### config.mk
export PLATFORM = sky130hd
export DESIGN_NAME = dsp_xfer_fmt
export DESIGN_NICKNAME = d
export VERILOG_FILES = /design/src/rtl/dsp_xfer_pkg.sv /design/src/rtl/dsp_sel_decode.sv /design/src/rtl/dsp_load_fmt.sv /design/src/rtl/dsp_store_fmt.sv /design/src/rtl/dsp_xfer_fmt.sv
export SDC_FILE = /design/constraint.sdc
export NUM_CORES = 1
export LEC_CHECK = 0
export CORE_UTILIZATION = 35
export CTS_BUF_LIST = sky130_fd_sc_hd__clkbuf_8
export CTS_CLUSTER_SIZE = 24
export DETAILED_ROUTE_END_ITERATION = 16
export PLACE_DENSITY_LB_ADDON = 0.25
export SYNTH_ARGS = -nofsm -noshare
export SYNTH_HDL_FRONTEND = slang
export SYNTH_SLANG_ARGS = --single-unit
### constraint.sdc
create_clock -name clk -period 1.9 [get_ports clk]
set_clock_uncertainty 0.1 [all_clocks]
set_input_delay 0.57 -clock clk [delete_from_list [all_inputs] [get_ports clk]]
set_output_delay 0.57 -clock clk [all_outputs]
set_load 0.01 [all_outputs]
### src/rtl/dsp_xfer_pkg.sv
package dsp_xfer_pkg;

    localparam int SEL_W = 4;
    localparam int NREG  = 10;

    typedef enum logic [SEL_W-1:0] {
        SEL_X0 = 4'd0,
        SEL_X1 = 4'd1,
        SEL_Y0 = 4'd2,
        SEL_Y1 = 4'd3,
        SEL_M0 = 4'd4,
        SEL_M1 = 4'd5,
        SEL_A0 = 4'd6,
        SEL_A1 = 4'd7,
        SEL_G0 = 4'd8,
        SEL_G1 = 4'd9
    } reg_sel_e;

endpackage

### src/rtl/dsp_sel_decode.sv
module dsp_sel_decode
    import dsp_xfer_pkg::*;
(
    input  logic [SEL_W-1:0] sel,
    output logic [NREG-1:0]  hit,
    output logic             legal,
    output logic             is_acc,
    output logic             is_guard
);
    // One comparator per register slot
    for (genvar i = 0; i < NREG; i++) begin : g_hit
        assign hit[i] = (sel == SEL_W'(i));
    end

    assign legal    = |hit;
    assign is_acc   = hit[SEL_A0] | hit[SEL_A1];
    assign is_guard = hit[SEL_G0] | hit[SEL_G1];
endmodule

### src/rtl/dsp_load_fmt.sv
module dsp_load_fmt #(
    parameter int WORD_W  = 16,
    parameter int GUARD_W = 8
) (
    input  logic                        is_long,
    input  logic                        is_acc,
    input  logic                        is_guard,
    input  logic [2*WORD_W-1:0]         data,
    output logic [2*WORD_W+GUARD_W-1:0] val
);
    localparam int LONG_W = 2 * WORD_W;

    logic [WORD_W-1:0]  hi_part;
    logic [WORD_W-1:0]  lo_part;
    logic [GUARD_W-1:0] g_part;
    logic               sign_bit;

    always_comb begin
        if (is_long) begin
            hi_part  = data[LONG_W-1:WORD_W];
            lo_part  = data[WORD_W-1:0];
            sign_bit = data[LONG_W-1];
        end else begin
            hi_part  = data[WORD_W-1:0];
            lo_part  = '0;
            sign_bit = data[WORD_W-1];
        end
        g_part = is_acc ? {GUARD_W{sign_bit}} : '0;

        if (is_guard) begin
            val = {data[GUARD_W-1:0], {LONG_W{1'b0}}};
        end else begin
            val = {g_part, hi_part, lo_part};
        end
    end
endmodule

### src/rtl/dsp_store_fmt.sv
module dsp_store_fmt #(
    parameter int WORD_W  = 16,
    parameter int GUARD_W = 8
) (
    input  logic                        is_long,
    input  logic                        is_guard,
    input  logic [2*WORD_W+GUARD_W-1:0] rdata,
    output logic [2*WORD_W-1:0]         st
);
    localparam int LONG_W = 2 * WORD_W;
    localparam int ACC_W  = LONG_W + GUARD_W;

    always_comb begin
        if (is_guard) begin
            st = {{(LONG_W-GUARD_W){rdata[ACC_W-1]}}, rdata[ACC_W-1:LONG_W]};
        end else if (is_long) begin
            st = rdata[LONG_W-1:0];
        end else begin
            st = {{WORD_W{rdata[LONG_W-1]}}, rdata[LONG_W-1:WORD_W]};
        end
    end
endmodule

### src/rtl/dsp_xfer_fmt.sv
module dsp_xfer_fmt
    import dsp_xfer_pkg::*;
#(
    parameter int WORD_W  = 16,
    parameter int GUARD_W = 8
) (
    input  logic                        clk,
    input  logic                        rst_n,
    input  logic                        req_valid,
    input  logic                        req_load,
    input  logic                        req_long,
    input  logic [SEL_W-1:0]            req_sel,
    input  logic [2*WORD_W-1:0]         mem_rdata,
    input  logic [2*WORD_W+GUARD_W-1:0] rf_rdata,
    output logic [NREG-1:0]             wr_en,
    output logic [2*WORD_W+GUARD_W-1:0] wr_val,
    output logic                        st_valid,
    output logic [2*WORD_W-1:0]         st_data,
    output logic                        illegal
);
    localparam int LONG_W = 2 * WORD_W;
    localparam int ACC_W  = LONG_W + GUARD_W;

    typedef struct packed {
        logic [NREG-1:0]   wr_en;
        logic [ACC_W-1:0]  wr_val;
        logic              st_valid;
        logic [LONG_W-1:0] st_data;
        logic              illegal;
    } out_t;

    out_t out_d, out_q;

    logic [NREG-1:0]   hit;
    logic              legal, is_acc, is_guard;
    logic [ACC_W-1:0]  ld_val;
    logic [LONG_W-1:0] st_val;

    dsp_sel_decode i_dec (
        .sel      (req_sel),
        .hit      (hit),
        .legal    (legal),
        .is_acc   (is_acc),
        .is_guard (is_guard)
    );

    dsp_load_fmt #(.WORD_W(WORD_W), .GUARD_W(GUARD_W)) i_ld (
        .is_long  (req_long),
        .is_acc   (is_acc),
        .is_guard (is_guard),
        .data     (mem_rdata),
        .val      (ld_val)
    );

    dsp_store_fmt #(.WORD_W(WORD_W), .GUARD_W(GUARD_W)) i_st (
        .is_long  (req_long),
        .is_guard (is_guard),
        .rdata    (rf_rdata),
        .st       (st_val)
    );

    always_comb begin
        out_d = '0;
        if (req_valid) begin
            if (!legal) begin
                out_d.illegal = 1'b1;
            end else if (req_load) begin
                out_d.wr_en  = hit;
                out_d.wr_val = ld_val;
            end else begin
                out_d.st_valid = 1'b1;
                out_d.st_data  = st_val;
            end
        end
    end

    always_ff @(posedge clk) begin
        if (!rst_n) begin
            out_q <= '0;
        end else begin
            out_q <= out_d;
        end
    end

    assign wr_en    = out_q.wr_en;
    assign wr_val   = out_q.wr_val;
    assign st_valid = out_q.st_valid;
    assign st_data  = out_q.st_data;
    assign illegal  = out_q.illegal;
endmodule

==> results.json, run 1 <==
{
  "syn_inst": 267,
  "syn-cell-area_sq_mm": 0.00281,
  "holdWs_ps": 640,
  "clk_path_buf_depth": 2,
  "min_path_type": "primary input to flip-flop",
  "drc": 0,
  "numCtsBuffers": 9,
  "yosysTopAreaCell": "dfxtp_1",
  "path_buf_inv": 1,
  "setup_viol": 0,
  "final_cells": 549,
  "synth_edf_count": 0,
  "slowest_stage": "clkdlybuf4s50_1",
  "slowest_delay_ps": 540,
  "synth_cell_type_count": 28,
  "timing.critical_path.cells": "clkdlybuf4s50_1",
  "synth_top_area_share_pct": 59.9,
  "finalHoldViolCount": 0,
  "worstPathMaxFanout": 1,
  "synthArstFlopShare_pct": 0,
  "core_sq_mm": 0.00773,
  "rows": 32,
  "critPathLaunchType": "flip-flop",
  "grt_pass1_vias": 2514,
  "cp-end-kind": "primary output",
  "grt.total_usage_pct": 18.9,
  "fin_nets": 523,
  "vias": 2476,
  "grt_max_degree": 47,
  "die_w_um": 91.5,
  "power_mw": 3.44,
  "synth.yosys.warnings": 0,
  "crit_family": "buffers and inverters",
  "start_util_pct": 36.3,
  "drv_slew": 0,
  "port_buffers": 164,
  "synth_common_cells": "dfxtp_1 (84), nand2_1 (35), a21oi_1 (33)",
  "area_delta_synth_final_pct": 76.6,
  "wl_per_cell_um": 14.0,
  "p_leak_nw": 2.92,
  "avgSynthCellArea_sq_um": 10.5,
  "post-cts-setup-buffers": 0,
  "die_h_um": 91.5,
  "rsz0062_at_grt": "no",
  "drive_gt1_share_pct": 8.50,
  "syn_nets": 348,
  "ant_nets": 0,
  "peakVddDrop_uv": 574,
  "power_density_mw_per_mm2": 695,
  "outcome": "finished clean",
  "crit_type": "flip-flop to primary output",
  "ys.flop_type": "dfxtp_1",
  "htreeDepth": 3,
  "arrival_ps": 1200,
  "relSlewSlack_pct": 80.0,
  "hold_end": "wr_val[31]",
  "fin_crit_sh_pct": 98.5,
  "cts_sinks": 84,
  "boundaryPins": 165,
  "placed_cells": 533,
  "cts_tree": "yes",
  "hold_path_depth": 4,
  "diodes": 0,
  "yosysSeqAreaShare_pct": 59.9,
  "dr.pass1.iters": 4,
  "final_area_sq_mm": 0.00495,
  "synth.most_common_cell": "dfxtp_1",
  "wl_mm": 7.71,
  "viasPerCell": 4.51,
  "dieArea_sq_mm": 0.00838,
  "cts.clk_slew.worst_paths_ps": 80,
  "grt_pass1_wl_mm": 12.3,
  "tightestPinTransition_ps": 291,
  "gr-total-overflow": 0,
  "clockRootBuffer": "clkbuf_8",
  "dp_hpwl_mm": 5.63,
  "ys_seq_elements": 84,
  "max_freq_ghz": 0.534,
  "antenna_found_initial": 0,
  "dr.first_iter.drc_count": 39,
  "ctsHoldBuffers": 0,
  "place_area_sq_mm": 0.00465,
  "min_from": "req_long",
  "startpoint": "st_data[22]",
  "synthTopCellsByArea": "dfxtp_1 (60%), mux2i_1 (11%), a21oi_1 (5.9%), nand2_1 (4.7%), and2_1 (3.8%)",
  "final.min_clock_period_ps": 1870,
  "place_congestion": 0.757,
  "cp.required_ps": 1230,
  "drv_cap": 0
}
==> where the power goes <==
part	internal [mW]	total [mW]	switching [mW]	leakage [nW]
combinational	0.270	0.443	0.173	2.14
sequential	1.79	1.80	0.00687	0.680
clock	0.591	1.20	0.613	0.101
==> what timing repair did <==
action,4_1_cts,5_1_grt
cloned,0,0
gates resized for setup,3,51
endpoints found under the setup margin,3,84
==> cells in the final DEF, fill, tap and decap left out, types with 7 or more instances in the layout <==
cell,netlist,layout
a21oi_1,33,33
buf_4,1,15
dlymetal6s2s_1,0,50
and2_1,17,17
dfxtp_1,84,84
nor2_1,20,20
mux2i_1,31,31
nand2_1,35,35
clkdlybuf4s50_1,0,110
clkbuf_8,0,9
o211a_1,7,7
==> final cells by class <==
type	count	area [sq um]
clock inverters	7	60.1
well taps	102	128
fillers	653	2770
inverters	2	7.51
multi-input cells	163	1020
flip-flops and latches	84	1680
repair buffers	182	1930
clock buffers	9	124
==> through the flow <==
step	TNS, ps	worst slack, ps	utilization (%)
2_1_floorplan	0	10.1	-
3_3_place_gp	-13440	-267	60.1
3_5_place_dp	-14670	-298	60.1
4_1_cts	0	0.238	62.5
5_1_grt	0	0.0331	64.1
6_report	0	28.6	64.1
==> cell families (layout without fill, tap and decap cells) <==
logic type	count (synthesis)	after routing	synth area share, %
flip-flops	84	84	59.9
multiplexers	31	31	11.1
AO/OA/AOI/OAI	43	43	9.59
buffers and inverters	20	200	3.70
AND/OR/NAND/NOR	89	89	15.7
==> worst max-delay path by stage <==
stage	end	slack, ps	cells after the start
final	st_data[22]	30	1
after global routing	wr_val[34]	0.03	1
after CTS	st_data[6]	0.2	1
after detailed placement	st_data[12]	-300	5
after global placement	st_data[2]	-270	4
after floorplan	st_data[15]	10	6
==> routing by layer <==
layer / routed length, um / track usage (%)
met1: 3170 / 22.6
met2: 3850 / 31.0
met5: 0 / 0
met3: 537 / 5.78
met4: 148 / 8.86
==> registers in the layout, summed over array words and instances, names as in the netlist <==
name / cells
wr_val: 40
st_data: 32
wr_en: 10
illegal: 1
st_valid: 1
(Power assumes the default switching activity.)
==> run 2, diff against run 1 <==
Settings changed: CAP_MARGIN set to 15, CORE_UTILIZATION 35 to 25, CTS_CLUSTER_DIAMETER set to 150.
==> run 2 against run 1 <==
Compared with the run above: sequential share of layout area fell by 0.33 points; clock power up 9%; cell count increased by 7.5%; final area is 0.98% higher; via count hardly changed; sequential power is essentially flat; non-clock buffer count increased by 3; critical path type unchanged; critical endpoint is now wr_en[0].
==> results.json, run 2 (same netlist as run 1, synthesis figures left out) <==
{
  "grt_max_degree": 32,
  "largest_register_ffs": 40,
  "place_area_sq_mm": 0.00472,
  "p_leak_nw": 3.03,
  "relSlewSlack_pct": 78.4,
  "grt_pass1_wl_mm": 12.4,
  "peakVddDrop_uv": 320,
  "dieArea_sq_mm": 0.0116,
  "worstPathMaxFanout": 1,
  "power_density_mw_per_mm2": 708,
  "critPathLaunchType": "flip-flop",
  "arrival_ps": 1180,
  "cts.clk_slew.worst_paths_ps": 80,
  "fin_crit_sh_pct": 97.5,
  "crit_family": "buffers and inverters",
  "die_w_um": 108,
  "antenna_found_initial": 0,
  "slowest_stage": "clkdlybuf4s50_1",
  "grt_pass1_vias": 2505,
  "area_delta_synth_final_pct": 78.4,
  "final_cells": 590,
  "wl_per_cell_um": 13.8,
  "post-cts-setup-buffers": 0,
  "setup_viol": 0,
  "diodes": 0,
  "grt.total_usage_pct": 14.1,
  "htreeDepth": 3,
  "viasPerCell": 4.20,
  "wl_mm": 8.13,
  "boundaryPins": 165,
  "crit_type": "flip-flop to primary output",
  "cts_sinks": 84,
  "fin_nets": 526,
  "finalHoldViolCount": 0,
  "path_buf_inv": 1,
  "cp-end-kind": "primary output",
  "min_path_type": "primary input to flip-flop",
  "hold_path_depth": 3,
  "clk_path_buf_depth": 2,
  "dr.first_iter.drc_count": 77,
  "rsz0062_at_grt": "no",
  "fin_ws_ps": 47.5,
  "placed_cells": 574,
  "outcome": "finished clean",
  "ant_nets": 0,
  "drv_slew": 0,
  "crit_cells": 1,
  "dr.pass1.iters": 6,
  "die_h_um": 108,
  "slowest_delay_ps": 520,
  "final.min_clock_period_ps": 1850,
  "power_mw": 3.54,
  "port_buffers": 164,
  "numCtsBuffers": 9,
  "tightestPinTransition_ps": 315,
  "start_util_pct": 25.8,
  "place_ws_ps": -303,
  "cp.required_ps": 1230,
  "final_cell_mix": "dfxtp_1 (84), clkdlybuf4s50_1 (84), dlymetal6s2s_1 (48)",
  "clockRootBuffer": "clkbuf_8",
  "timing.critical_path.cells": "clkdlybuf4s50_1",
  "final_area_sq_mm": 0.00500,
  "core_sq_mm": 0.0109,
  "drv_cap": 0,
  "vias": 2478,
  "max_freq_ghz": 0.540,
  "drive_gt1_share_pct": 9.33,
  "dp_hpwl_mm": 6.01,
  "cts_tree": "yes",
  "drc": 0,
  "rows": 38,
  "place_congestion": 0.718,
  "gr-total-overflow": 0
}
run 2: cell types whose count changed in the layout (fill, tap and decap cells not counted), sizes merged:
cell,before,now
dlygate4sd2,3,31
dlymetal6s2s,50,48
inv,4,5
clkbuf,9,10
clkdlybuf4s50,110,84
buf,19,22
clkinv,3,1
run 2: cell type report:
type,instances,area (sq um)
Inverter,2,7.51
Clock inverter,6,68.8
Timing Repair Buffer,185,1910
Multi-Input combinational cell,163,1020
Fill cell,1069,5880
Sequential cell,84,1680
Tap cell,140,175
Clock buffer,10,138
run 2: where the power goes:
group	internal [mW]	leakage, nW	switching, mW	total (mW)
registers	1.79	0.680	0.00669	1.80
logic	0.265	2.24	0.171	0.435
clock network	0.655	0.104	0.658	1.31
total	2.71	3.03	0.836	3.54
run 2: path summary, 6_finish.rpt:
kind / start / endpoint
max: wr_en[0] / wr_en[0]
min: req_long / wr_val[31]
run 2: routing by layer:
| layer | global-route usage [%] | up-vias | wire length (um) |
|---|---|---|---|
| met5 | 0 | - | 0 |
| met4 | 6.46 | 0 | 134 |
| met3 | 4.88 | 15 | 656 |
| met2 | 23.7 | 92 | 3870 |
| met1 | 16.1 | 1122 | 3470 |
| li1 | - | 1249 | - |
run 2: what timing repair did:
action                                  4_1_cts  5_1_grt
hold buffers                                  0        0
resized for setup                            31       48
endpoints found under the hold margin         0        0
endpoints found under the setup margin       31       48
pin swaps                                     0        0
run 2: stage by stage:
stage / utilization, % / setup TNS, ps / hold WS (ps)
floorplan: - / 0 / 549
global placement: 43.3 / -12920 / 929
detailed placement: 43.3 / -14980 / 932
CTS: 44.9 / 0 / 554
global route: 46.0 / 0 / 580
finish: 46.0 / 0 / 557
run 2: tightest hold or removal path, delay by kind of cell:
family,cells,cell delay [ps]
buffers and inverters,1,150
AND/OR/NAND/NOR,1,100
multiplexers,1,150
